### config.mk
export PLATFORM = sky130hd
export DESIGN_NAME = irq_status_bank
export DESIGN_NICKNAME = d
export VERILOG_FILES = /design/src/rtl/irq_status_bank.sv
export SDC_FILE = /design/constraint.sdc
export NUM_CORES = 1
export LEC_CHECK = 0
export BUFFER_PORTS_ARGS = -buffer_cell sky130_fd_sc_hd__buf_2
export CAP_MARGIN = 20
export CORE_ASPECT_RATIO = 0.6
export CORE_MARGIN = 1
export CORE_UTILIZATION = 30
export DETAILED_ROUTE_END_ITERATION = 12
export PLACE_DENSITY_LB_ADDON = 0.12
export SYNTH_ARGS = -nofsm -noshare
export SYNTH_HDL_FRONTEND = slang
export SYNTH_SLANG_ARGS = --single-unit
### constraint.sdc
create_clock -name clk -period 5.3 [get_ports clk]
set_clock_uncertainty 0.05 [all_clocks]
set_input_delay 1.59 -clock clk [delete_from_list [all_inputs] [get_ports clk]]
set_output_delay 1.59 -clock clk [all_outputs]
set_load 0.01 [all_outputs]
### src/rtl/irq_status_bank.sv
module irq_status_bank #(
  parameter int NQ = 12,
  parameter int NG = 12,
  parameter int DW = 32,
  parameter int AW = 4
) (
  input  logic             clk,
  input  logic             rst_n,
  input  logic [NG-1:0]    glb_evt,
  input  logic [4*NQ-1:0]  q_evt,
  input  logic             cs,
  input  logic             we,
  input  logic [AW-1:0]    addr,
  input  logic [DW-1:0]    wdata,
  output logic [DW-1:0]    rdata,
  output logic             irq
);
  localparam int NS = 4;
  localparam int PW = NS + NG;
  localparam logic [AW-1:0] A_PRI  = AW'(0);
  localparam logic [AW-1:0] A_SEC0 = AW'(1);
  localparam logic [AW-1:0] A_RAC  = AW'(5);
  localparam logic [AW-1:0] A_SHD0 = AW'(6);
  localparam logic [AW-1:0] A_MASK = AW'(10);

  logic [NS-1:0][NQ-1:0] sec_q, shd_q, sec_clr;
  logic [NG-1:0]         glb_q, glb_clr;
  logic [PW-1:0]         mask_q, prim;
  logic [NS-1:0]         summ;
  logic [DW-1:0]         rmux;
  logic                  unused_hi;

  wire rd  = cs & ~we;
  wire wr  = cs & we;
  wire rac = rd && (addr == A_RAC);

  assign unused_hi = ^wdata[DW-1:PW];
  assign prim      = {glb_q, summ};
  assign glb_clr   = rac ? '1 : (wr && addr == A_PRI) ? wdata[PW-1:NS] : '0;

  for (genvar i = 0; i < NS; i++) begin : g_sec
    assign summ[i]    = |sec_q[i];
    assign sec_clr[i] = rac ? '1 :
                        (wr && addr == A_SEC0 + AW'(i)) ? wdata[NQ-1:0] : '0;

    always_ff @(posedge clk) begin
      if (!rst_n) begin
        sec_q[i] <= '0;
        shd_q[i] <= '0;
      end else begin
        sec_q[i] <= (sec_q[i] & ~sec_clr[i]) | q_evt[i*NQ +: NQ];
        if (rac) shd_q[i] <= sec_q[i];
      end
    end
  end

  always_comb begin
    rmux = '0;
    case (addr)
      A_PRI, A_RAC: rmux = DW'(prim);
      A_MASK:       rmux = DW'(mask_q);
      default:
        for (int i = 0; i < NS; i++) begin
          if (addr == A_SEC0 + AW'(i)) rmux = DW'(sec_q[i]);
          if (addr == A_SHD0 + AW'(i)) rmux = DW'(shd_q[i]);
        end
    endcase
  end

  always_ff @(posedge clk) begin
    if (!rst_n) begin
      glb_q  <= '0;
      mask_q <= '0;
      rdata  <= '0;
      irq    <= 1'b0;
    end else begin
      glb_q <= (glb_q & ~glb_clr) | glb_evt;
      if (wr && addr == A_MASK) mask_q <= wdata[PW-1:0];
      if (rd) rdata <= rmux;
      irq <= |(prim & mask_q);
    end
  end
endmodule

# Word level (Yosys, flattened, before mapping)
# Index checks and enable logic that the tools add are counted.
[word_totals] register_bits=157 input_bits=100 output_inout_bits=33 wordCells=74
[op_classes] n_eq_ne=10 muxes=19 n_bitwise=19 n_reduce_logical=14
[op_table] operator="$mux W32" count=7
[op_table] operator="$mux W12" count=11
[op_table] operator="$pmux W32 S2" count=1
[op_table] operator="$and A12 B12 Y12" count=5
[op_table] operator="$not A12 Y12" count=5
[op_table] operator="$or A12 B12 Y12" count=5
[op_table] operator="$reduce_or A12 Y1" count=4
[op_table] operator="$and A16 B16 Y16" count=1
[op_table] operator="$eq A4 B3 Y1 const B" count=4
[op_table] operator="$reduce_or A16 Y1" count=1
[op_table] operator="$eq A4 B4 Y1 const B" count=3
[op_table] operator="$eq A4 B2 Y1 const B" count=2
[op_table] operator="$logic_and A1 B1 Y1" count=7
[op_table] operator="$eq A4 B1 Y1 const B" count=1
[op_table] operator="$logic_not A4 Y1" count=1
[op_table] operator="$and A1 B1 Y1" count=2
[op_table] operator="$reduce_or A2 Y1" count=1
[op_table] operator="$not A1 Y1" count=1

# Longest topological paths before layout
# Gate-level depths: netlist (run 1).
[logic_depth] ltp_word=10 mapped_depth=8 ltp_nobuf=5

# Worst setup path after synthesis (run 1)
# OpenSTA, ideal clock, no wires.
[synth_path] path_kind="input to register" start="in addr[2]" end="reg rdata[5]" setup_time_ns=0.128 t_arrival_ns=2.630 t_required_ns=5.122 setup_slack_ns=2.492 stages=7 n_path_buf=2 path_cell_list="buf_6 -> buf_4 -> or3b_2 -> a21oi_1 -> a211oi_1 -> o21ai_1 -> a21oi_1"
[synth_between] elab_chain_len=10 word_cells_on_any_way=21 classes_between="10 x eq/ne; 9 x mux; 2 x reduce/logical"
[synth_lines] item="start, declared" line_no="13" rtl="input logic [AW-1:0] addr,"
[synth_lines] item="$eq A4 B1 Y1" line_no="64" rtl="if (addr == A_SEC0 + AW'(i)) rmux = DW'(sec_q[i]);"
[synth_lines] item="$mux W12" line_no="64"
[synth_lines] item="$mux W32" line_no="65" rtl="if (addr == A_SHD0 + AW'(i)) rmux = DW'(shd_q[i]);"
[synth_lines] item="$mux W32" line_no="64"
[synth_lines] item="$mux W32" line_no="65"
[synth_lines] item="$mux W32" line_no="64"
[synth_lines] item="$mux W32" line_no="65"
[synth_lines] item="$mux W32" line_no="64"
[synth_lines] item="$mux W32" line_no="65"
[synth_lines] item="$pmux W32 S2 (*)" line_no="59" rtl="case (addr)"
[synth_lines] item="end signal, assigned" line_no="79" rtl="if (rd) rdata <= rmux;"
[synth_lines] item="end, declared" line_no="15" rtl="output logic [DW-1:0] rdata,"
# Every way passes the cells marked *; elsewhere a longest branch is shown, timed or not.
# A chain may end at the register's enable or synchronous reset.

# Final worst setup path (run 1)
[layout_path] start="in addr[2]" end="reg shd_q[47] (netlist name)"
[layout_between] elab_chain_len=2
[layout_lines] item="$eq A4 B3 Y1" line_no="35" rtl="wire rac = rd && (addr == A_RAC);"
[layout_lines] item="$logic_and A1 B1 Y1" line_no="35"
[layout_lines] item="end signal, assigned by index" line_no="52" rtl="if (rac) shd_q[i] <= sec_q[i];"
[layout_lines] item="end, declared" line_no="26" rtl="logic [NS-1:0][NQ-1:0] sec_q, shd_q, sec_clr;"
# Every way passes these cells.

==> summary.txt, run 1 <==
Outcome
  – Status: completed

Pwr
  – Switch Pwr: 0.694 mW
  – PD cells: 335 nW/um2
  – Pint: 2.06 mW
  – Max VDD drop: 0.193 mV
  – Switch share: 0.252
  – Register share of total power: 0.423
  – Clk pwr share: 0.480
  – Comb pwr share: 0.097
  – Leak: 2.97 nW

Floorplan
  – Starting Density: 0.310
  – Die H: 120 um
  – Number of I/O pins: 133
  – CORE AREA: 22400 um2
  – Row count: 42
  – DIE AREA: 23800 um2
  – Die Width: 198 um

Route
  – # DRC: 0
  – DRT iter0 DRCs: 519
  – Antenna Nets Post-Route: 0
  – Routed wire length: 27100 um
  – DRT Pass-1 Iters: 5
  – Routed length per instance: 22.0 um
  – Via density: 5.20
  – DR vias: 6420

Global routing
  – All-layer global routing usage: 0.237
  – Antenna violations before repair: 0
  – Global route total overflow: 0
  – Number of global-route vias before repair: 5976
  – First-pass GRT wire length: 40400 um
  – Largest net degree at the start of global routing: 112

Worst setup path
  – CP Launch Type: input pin
  – WP data arrival: 3.91 ns
  – Worst EP required: 5.60 ns
  – Crit path kind: input pin to flip-flop
  – Crit Path Max Fanout: 40
  – Peak per-stage delay on the critical path: 0.71 ns
  – Worst path cell trace: buf_2 -> or2b_4 -> nor3_4 -> buf_4 -> nand2_1 -> a21boi_0
  – Slowest CP cell: nor3_4
  – Element type at the critical path end: flip-flop

Synth
  – Synthesized flop and latch total: 141
  – Syn_area_per_cell: 8.24 um2
  – Asr flop ratio synth: 0
  – Main synth FF type: dfxtp_1
  – Post-synth EDFFs: 0
  – Mapped Area: 6950 um2
  – Library cells used by synthesis: 50
  – Synthesized netlist cell count: 843
  – Synthesis Warnings: 0
  – Sequential area share after synthesis: 0.406

Final layout
  – Final core utilization: 0.367
  – Nets: 1012
  – Non-Filler Instances: 1234
  – Share of layout cells above drive strength 1: 0.188
  – Fill cells: 2407
  – Area growth from synthesis to final layout: 18.4%

STA
  – Slew Limit Fails: 0
  – Max-slew headroom: 0.317
  – Fmax: 0.277 GHz
  – Worst hold slack: 0.406 ns
  – Post-route clock period utilization: 0.681
  – RSZ-0062 raised after global routing: false
  – Final WS setup: 1.69 ns
  – Hold Violations, Final: 0
  – Endpoints failing setup: 0
  – Tightest Pin Transition: 1.02 ns
  – Crit path time final: 3.61 ns
  – Total Neg Setup Slack: 0 ns

Clocking
  – Clock Sinks: 141
  – CTS Root Cell: clkbuf_16
  – Hold buffers post-CTS: 0
  – Clock transition at the registers of the reported paths: 0.06 ns
  – CTS H-tree depth: 4
  – Cts bufs inserted: 17
  – Post-CTS Setup Inserts: 0
  – Post-CTS sizing: 0
  – Clock tree buffer depth: 2
  – Worst skew pair latency: 0.44 ns
  – CTS tree: built

Placed design
  – Pre-CTS WS: 1.22 ns
  – Gpl congestion: 0.829
  – Post-placement cell count: 1201
  – HPWL after DPL: 19000 um
  – # port buffers: 100

Run
  – Max Cap Viol: 0

Worst hold path
  – Worst Hold Class: flip-flop to flip-flop
==> critical path: cells and delay by family <==
kind | cells | cell delay, ns
and+or+nand+nor | 3 | 1.18
buffers and inverters | 2 | 0.96
AOI/OAI and AO/OA | 1 | 0.16
==> power by group through the flow <==
stage	sequential [mW]	clock [mW]	combinational [mW]
floorplan	1.16	0	0.167
global placement	1.19	0	0.266
detailed placement	1.18	0	0.266
CTS	1.16	1.35	0.267
global route	1.17	1.39	0.291
finish	1.16	1.32	0.267
==> state kept, by name, summed over array words and instances, names as in the netlist <==
name	flops
mask_q	16
irq	1
glb_q	12
shd_q	48
sec_q	48
rdata	16
==> final timing paths <==
path	slack, ns	to	cells after the start	startpoint
worst max-delay path	1.69	shd_q[47]$_SDFFE_PN0P_	6	addr[2]
worst min-delay path	0.41	shd_q[36]$_SDFFE_PN0P_	2	shd_q[36]$_SDFFE_PN0P_
worst max register to register	3.33	rdata[10]$_SDFFE_PN0P_	5	sec_q[10]$_SDFF_PN0_
worst min register to register	0.41	shd_q[36]$_SDFFE_PN0P_	2	shd_q[36]$_SDFFE_PN0P_
==> placed cells by master (no fill, tap or decap), types with 3 or more instances in the layout <==
cell / Yosys / final
o22ai_1: 6 / 6
inv_1: 7 / 7
nor3b_1: 4 / 4
a21oi_1: 5 / 5
a22o_1: 3 / 3
mux2_2: 6 / 6
nor2_1: 8 / 8
clkinvlp_4: 0 / 3
dfxtp_1: 141 / 141
clkinv_2: 0 / 4
bufinv_16: 0 / 5
buf_2: 22 / 99
a221oi_1: 27 / 27
o21ai_0: 32 / 32
nand3_1: 16 / 16
nand2_1: 214 / 214
a21o_1: 8 / 8
nand3b_1: 9 / 9
buf_4: 23 / 18
mux4_2: 4 / 4
a21boi_0: 43 / 43
nand2b_1: 4 / 4
nor2b_1: 62 / 62
mux2i_1: 4 / 4
clkbuf_16: 0 / 17
a21boi_1: 30 / 30
a31oi_1: 78 / 78
o211a_1: 4 / 4
nor4_1: 12 / 12
conb_1: 1 / 16
==> synthesized netlist by cell type, drive strengths merged (2+ instances only) <==
| master | instances | share of area |
|---|---|---|
| a211oi | 3 | 0.0050 |
| a21boi | 73 | 0.079 |
| a21o | 8 | 0.0086 |
| a21oi | 5 | 0.0036 |
| a221oi | 27 | 0.034 |
| a22o | 3 | 0.0038 |
| a311oi | 2 | 0.0025 |
| a31oi | 78 | 0.070 |
| buf | 54 | 0.052 |
| clkbuf | 29 | 0.016 |
| dfxtp | 141 | 0.41 |
| inv | 7 | 0.0038 |
| mux2 | 6 | 0.0097 |
| mux2i | 4 | 0.0058 |
| mux4 | 4 | 0.013 |
| nand2 | 215 | 0.12 |
| nand2b | 4 | 0.0036 |
| nand3 | 16 | 0.012 |
| nand3b | 9 | 0.0097 |
| nor2 | 9 | 0.0059 |
| nor2b | 62 | 0.056 |
| nor3 | 3 | 0.0043 |
| nor3b | 7 | 0.011 |
| nor4 | 12 | 0.011 |
| o211a | 4 | 0.0058 |
| o21ai | 34 | 0.024 |
| o22ai | 6 | 0.0054 |
| o2bb2ai | 2 | 0.0025 |
| o311ai | 2 | 0.0025 |
| or2 | 2 | 0.0018 |
| or2b | 2 | 0.0027 |
| or3b | 4 | 0.0050 |
==> final cells by class <==
class                           instances  area [um2]  share of cell area
Tap cell                              308         385              0.0469
Clock buffer                           20         447              0.0543
Antenna cell                            1        2.50            0.000304
Sequential cell                       141        2820               0.343
Timing Repair Buffer                  118         651              0.0791
Clock inverter                         12         193              0.0234
Multi-Input combinational cell        627        3700               0.449
Inverter                                7        26.3             0.00320
==> kinds of logic (layout without fill, tap and decap cells) <==
group | after synthesis | in the layout | share of synthesized area
and+or+nand+nor | 348 | 348 | 0.243
AOI/OAI and AO/OA | 249 | 249 | 0.250
DFF | 141 | 141 | 0.406
buffers and inverters | 90 | 157 | 0.0715
muxes | 14 | 14 | 0.0285
other | 1 | 17 | 0.000540
==> per-stage QoR <==
stage / total power [mW] / cell area, um2
floorplan: 1.33 / 7000
global placement: 1.45 / 7580
detailed placement: 1.45 / 7580
CTS: 2.77 / 8220
global route: 2.85 / 8220
finish: 2.75 / 8220
==> metal layers <==
metal	GRT usage	wire length, um	vias up
li1	-	-	3106
met2	0.303	10300	177
met1	0.383	14600	3115
met4	0.0582	328	0
met3	0.0548	1920	22
met5	0	0	-
Note: power is estimated with default switching activity, not from simulation.
==> run 2, diff against run 1 <==
Clock period 5.3 ns to 3.6 ns, I/O delays scaled along.
==> run 2 against run 1 <==
Utilization grew 0.59 points. Clock power up 45%. First-iteration DRC count grew 24%. Clock-buffer cell count is 1 higher. Final area up 1.6%. Combinational power grew 50%. Critical path depth stayed put. Routed wire length increased by 1.3%. Flip-flop and latch count unchanged. Setup slack lost 0.84 ns. Highest routed layer unchanged. Sequential power increased by 47%. Non-clock buffer count up 17.
==> summary.txt, run 2 (synthesis gave the netlist of run 1 again) <==
Run
  – Max Cap Viol: 0 (unchanged)

Global routing
  – Antenna violations before repair: 0 (unchanged)
  – Number of global-route vias before repair: 6107 (+2.2%)
  – All-layer global routing usage: 0.239 (+0.00168)
  – First-pass GRT wire length: 40800 um (+0.87%)
  – Largest net degree at the start of global routing: 57 (-49%)
  – Global route total overflow: 0 (unchanged)

Clocking
  – Post-CTS Setup Inserts: 0 (unchanged)
  – Cts bufs inserted: 17 (unchanged)
  – Clock tree buffer depth: 2 (unchanged)
  – Clock transition at the registers of the reported paths: 0.06 ns (about the same)
  – Hold buffers post-CTS: 0 (unchanged)
  – CTS H-tree depth: 4 (unchanged)
  – CTS Root Cell: clkbuf_16
  – Worst skew pair latency: 0.44 ns (about the same)
  – CTS tree: built
  – Clock Sinks: 141 (unchanged)
  – Post-CTS sizing: 0 (unchanged)

STA
  – Tightest Pin Transition: 0.636 ns (-0.388 ns)
  – Post-route clock period utilization: 0.765
  – Slew Limit Fails: 0 (unchanged)
  – Max-slew headroom: 0.576 (+0.259)
  – Endpoints failing setup: 0 (unchanged)
  – Hold Violations, Final: 0 (unchanged)
  – Crit path time final: 2.75 ns
  – Fmax: 0.363 GHz
  – RSZ-0062 raised after global routing: false
  – Total Neg Setup Slack: 0 ns (unchanged)

Placed design
  – Gpl congestion: 0.848 (+2.3%)
  – HPWL after DPL: 19800 um (+4.3%)
  – # port buffers: 100 (unchanged)
  – Post-placement cell count: 1218 (+1.4%)

Worst setup path
  – Critical R2R Launch: sec_q[11]$_SDFF_PN0_
  – Slowest CP cell: nand2b_1
  – Worst EP required: 3.84 ns (-1.76 ns)
  – Crit path kind: input pin to flip-flop
  – Crit Path Max Fanout: 23 (-43%)
  – Peak per-stage delay on the critical path: 0.58 ns (-0.13 ns)
  – Crit-path leading delay family: simple AND/OR/NAND/NOR gates
  – Element type at the critical path end: flip-flop
  – Crit path launch: addr[0]
  – WP buf/inv: 2 (unchanged)
  – CP Launch Type: input pin
  – WP data arrival: 3.00 ns (-0.91 ns)
  – Worst path cell trace: buf_2 -> nand2b_1 -> nor3b_4 -> buf_4 -> a221oi_1 -> nor3b_1

Route
  – DR vias: 6581 (+2.5%)
  – DRT iter0 DRCs: 645 (+24%)
  – DRT Pass-1 Iters: 5 (unchanged)
  – Antenna Nets Post-Route: 0 (unchanged)
  – Routed length per instance: 22.0 um (about the same)
  – # DRC: 0 (unchanged)
  – Via density: 5.26 (+1.2%)
  – Routed wire length: 27500 um (+1.3%)

Floorplan
  – Row count: 42 (unchanged)
  – Number of I/O pins: 133 (unchanged)
  – Die Width: 198 um (unchanged)
  – Starting Density: 0.310 (unchanged)
  – CORE AREA: 22400 um2 (unchanged)
  – Die H: 120 um (unchanged)
  – DIE AREA: 23800 um2 (unchanged)

Final layout
  – Commonest cells after routing, fill and taps aside: nand2_1, dfxtp_1, buf_2, a31oi_1, nor2b_1
  – Area growth from synthesis to final layout: 20.3%
  – Share of layout cells above drive strength 1: 0.204 (+0.0157)
  – Non-Filler Instances: 1250 (+1.3%)
  – Largest registers: sec_q x48, shd_q x48
  – Diode count: 0 (-1)
  – Nets: 1029 (+1.7%)
  – Commonest non-fill, non-tap cell in the layout: nand2_1

Worst hold path
  – Hold_sp: shd_q[8]$_SDFFE_PN0P_
  – Worst Hold Class: flip-flop to flip-flop

Pwr
  – PD cells: 482 nW/um2 (+44%)
  – Max VDD drop: 0.308 mV (+60%)
  – Leak: 3.06 nW (+3.1%)

Outcome
  – Status: completed
-- run 2: tightest hold or removal path: cells and delay by family (launching register included) --
family | cells | cell delay [ns]
flip-flops | 1 | 0.31
AO/OA/AOI/OAI | 1 | 0.05
AND/OR/NAND/NOR | 1 | 0.05
-- run 2: worst paths after layout --
| kind | slack [ns] | endpoint | cells past startpoint |
|---|---|---|---|
| max | 0.85 | rdata[15]$_SDFFE_PN0P_ | 6 |
| min | 0.40 | shd_q[8]$_SDFFE_PN0P_ | 2 |
| max reg2reg | 1.85 | rdata[11]$_SDFFE_PN0P_ | 5 |
| min reg2reg | 0.40 | shd_q[8]$_SDFFE_PN0P_ | 2 |
-- run 2: power breakdown --
group          internal (mW)  total (mW)  switching [mW]
sequential              1.63        1.71          0.0876
combinational          0.168       0.400           0.232
clock                   1.21        1.91           0.705
-- run 2: cell type report --
cell class | instances | area [um2]
clock buffer | 21 | 470
clock inverter | 11 | 164
fill | 2397 | 14000
inverter | 7 | 26.3
multi-input combinational | 627 | 3700
sequential | 141 | 2820
tap | 308 | 385
timing repair buffer | 135 | 791
-- run 2: per-stage QoR --
step                hold WS, ns  utilization  setup slack, ns  instance area (um2)  total power, mW
global route              0.422        0.373            0.789                 8360             4.18
CTS                       0.407        0.373            0.863                 8360             4.06
floorplan                 0.381            -             1.30                 7000             1.95
detailed placement        0.399        0.345            0.402                 7720             2.14
finish                    0.405        0.373            0.846                 8360             4.03
global placement          0.393        0.345            0.430                 7720             2.14
-- run 2: metal layers --
layer	vias up	GRT usage	wire length (um)
met5	-	0	0
met3	18	0.0512	2450
met4	0	0.0538	227
met2	242	0.312	10900
met1	3197	0.384	13900
li1	3124	-	-
==> run 3, diff against run 2 <==
Settings changed: ABC_AREA from default to 1.
Clock period 3.6 ns to 2.4 ns, I/O delays scaled along.
==> run 3 against run 2 <==
Die area fell by 6.2%. Largest power group unchanged. Global-route usage fell by 0.97 points. Clock-buffer cell count rose by 2.
==> summary.txt, run 3 <==
Synth
  – Synthesized flop and latch total: 141 (unchanged)
  – Post-synth EDFFs: 0 (unchanged)
  – Mapped Area: 6510 um2 (-6.2%)
  – Synth top area share: 0.433 (+0.0271)
  – Library cells used by synthesis: 25 (-50%)
  – Synth area leaders: dfxtp_1, nand2_1, nor2_1, a31oi_1, a21oi_1
  – Sequential area share after synthesis: 0.433 (+0.0271)
  – Post-synth top area cell: dfxtp_1
  – Synthesized netlist cell count: 966 (+15%)
  – Main synth FF type: dfxtp_1
  – Syn_area_per_cell: 6.74 um2 (-18%)
  – Synthesis Warnings: 0 (unchanged)
  – Asr flop ratio synth: 0 (unchanged)
  – Top-count cell post-synth: nand2_1
  – Synth top cells by count: nand2_1, dfxtp_1, nor2_1

Final layout
  – Sequential standard cell area: 2820 um2 (unchanged)
  – Area growth from synthesis to final layout: 22.6%
  – Commonest non-fill, non-tap cell in the layout: nand2_1
  – Fill cells: 2312 (-3.5%)
  – Largest registers: sec_q x48, shd_q x48
  – Area occupied by multi-input gates: 3070 um2 (-17%)
  – Share of layout cells above drive strength 1: 0.168 (-0.0356)
  – Nets: 1163 (+13%)
  – Commonest cells after routing, fill and taps aside: nand2_1, dfxtp_1, nor2_1, buf_2, inv_1

Pwr
  – Leak: 3.30 nW (+8.0%)
  – Max VDD drop: 0.492 mV (+60%)
  – PD cells: 721 nW/um2 (+50%)
  – Power Total: 5.76 mW (+43%)

Global routing
  – Global route total overflow: 0 (unchanged)
  – GRT met2 Usage: 0.306 (-0.00653)
  – Met1 usage: 0.359 (-0.0248)
  – Antenna violations before repair: 1 (+1)
  – All-layer global routing usage: 0.229 (-0.00975)
  – First-pass GRT wire length: 36900 um (-9.5%)
  – GR peak layer: met1
  – Largest net degree at the start of global routing: 76 (+33%)
  – Met3 Use GR: 0.0580 (+0.00684)
  – Number of global-route vias before repair: 6032 (-1.2%)

Worst setup path
  – Crit Path Max Fanout: 13 (-43%)
  – CP Launch Type: input pin
  – Worst path cell trace: buf_2 -> inv_2 -> nor2_2 -> inv_2 -> o21ai_2 -> a21oi_1 -> nand4_1 -> nand2_1 -> inv_1
  – Worst reg-to-reg setup slack: 0.83 ns (-1.02 ns)
  – WP data arrival: 2.30 ns (-0.70 ns)
  – Peak per-stage delay on the critical path: 0.56 ns (-0.02 ns)
  – Worst EP required: 2.73 ns (-1.11 ns)
  – Element type at the critical path end: flip-flop
  – Crit path kind: input pin to flip-flop
  – Slowest CP cell: o21ai_2
  – CP dominant cell by count: inv_2

Placed design
  – Gpl congestion: 0.830 (-2.1%)
  – # port buffers: 100 (unchanged)
  – HPWL after DPL: 17300 um (-13%)

STA
  – Tightest Pin Transition: 0.672 ns (+0.0357 ns)
  – Crit path time final: 1.97 ns
  – Post-route clock period utilization: 0.820
  – Hold Violations, Final: 0 (unchanged)
  – Total Neg Setup Slack: 0 ns (unchanged)
  – Max-slew headroom: 0.552 (-0.0239)
  – Fmax: 0.508 GHz
  – RSZ-0062 raised after global routing: false
  – Endpoints failing setup: 0 (unchanged)
  – Slew Limit Fails: 0 (unchanged)

Floorplan
  – CORE AREA: 21100 um2 (-5.6%)
  – Die Width: 192 um (-3.1%)
  – Row count: 41 (-2.4%)
  – DIE AREA: 22300 um2 (-6.2%)
  – Die H: 116 um (-3.1%)
  – Starting Density: 0.308 (-0.00217)
  – Number of I/O pins: 133 (unchanged)

Clocking
  – CTS Root Cell: clkbuf_16
  – Cts bufs inserted: 17 (unchanged)
  – Post-CTS Setup Inserts: 0 (unchanged)
  – CTS H-tree depth: 4 (unchanged)
  – Clock Sinks: 141 (unchanged)
  – Clock tree buffer depth: 2 (unchanged)
  – Worst skew pair latency: 0.43 ns (about the same)
  – Hold buffers post-CTS: 0 (unchanged)
  – Post-CTS sizing: 0 (unchanged)
  – Clock transition at the registers of the reported paths: 0.06 ns (about the same)
  – CTS tree: built

Route
  – # DRC: 0 (unchanged)
  – Routed wire length: 24300 um (-11%)
  – Via density: 4.85 (-7.9%)
  – DR vias: 6577 (-0.061%)
  – Antenna Nets Post-Route: 0 (unchanged)
  – DRT iter0 DRCs: 440 (-32%)
  – DRT Pass-1 Iters: 5 (unchanged)
  – Routed length per instance: 17.9 um (-18%)

Worst hold path
  – Worst Hold Class: flip-flop to flip-flop

Outcome
  – Status: completed

Run
  – Max Cap Viol: 0 (unchanged)
-- run 3: cell types whose count changed after synthesis, moves of 17 or more --
cell / change
a21boi_0: -43
a21boi_1: -30
a21oi_1: +75
a221oi_1: -26
clkbuf_1: +17
inv_1: +76
nand3_1: +62
nor2_1: +126
nor2b_1: -62
o21ai_0: +23
-- run 3: stage by stage --
| step | area (um2) | hold slack, ns | worst slack [ns] | std cells | utilization |
|---|---|---|---|---|---|
| 6_report | 7990 | 0.406 | 0.432 | 1356 | 0.378 |
| 5_1_grt | 7980 | 0.426 | 0.296 | 1355 | 0.378 |
| 4_1_cts | 7980 | 0.407 | 0.466 | 1355 | 0.378 |
| 3_5_place_dp | 7400 | 0.399 | 0.0195 | 1323 | 0.350 |
| 3_3_place_gp | 7400 | 0.391 | 0.0248 | 1323 | 0.350 |
| 2_1_floorplan | 6570 | 0.380 | 0.441 | 981 | - |
-- run 3: cells by family after synthesis --
logic type / count (synthesis) / share of synthesized area
AOI/OAI and AO/OA: 206 / 0.172
other: 1 / 0.000576
DFF: 141 / 0.433
buffers and inverters: 163 / 0.106
and+or+nand+nor: 455 / 0.287
-- run 3: cell type report --
type | count | area share
Sequential cell | 141 | 0.353
Tap cell | 279 | 0.0437
Multi-Input combinational cell | 677 | 0.384
Antenna cell | 1 | 0.000313
Timing Repair Buffer | 137 | 0.104
Clock buffer | 23 | 0.0586
Clock inverter | 9 | 0.0141
Inverter | 89 | 0.0420
-- run 3: worst paths after layout --
path,startpoint,endpoint,cells past startpoint
hold reg to reg,shd_q[35]$_SDFFE_PN0P_,shd_q[35]$_SDFFE_PN0P_,2
setup reg to reg,sec_q[20]$_SDFF_PN0_,rdata[1]$_SDFFE_PN0P_,8
hold / removal,shd_q[35]$_SDFFE_PN0P_,shd_q[35]$_SDFFE_PN0P_,2
setup / recovery,addr[2],rdata[7]$_SDFFE_PN0P_,9
-- run 3: worst max-delay path, delay by kind of cell --
family,cells,cell delay [ns]
buf+inv,4,0.31
simple gates,3,0.41
compound gates,2,0.85
-- run 3: routing by layer --
layer	up-vias	wire, um
li1	3335	-
met1	3049	13200
met2	181	9350
met3	12	1630
met4	0	150
met5	-	0
-- run 3: power by group --
part	switching, mW	leakage, nW	internal, mW
sequential	0.102	1.16	2.44
combinational	0.359	1.86	0.204
clock	1.06	0.281	1.59
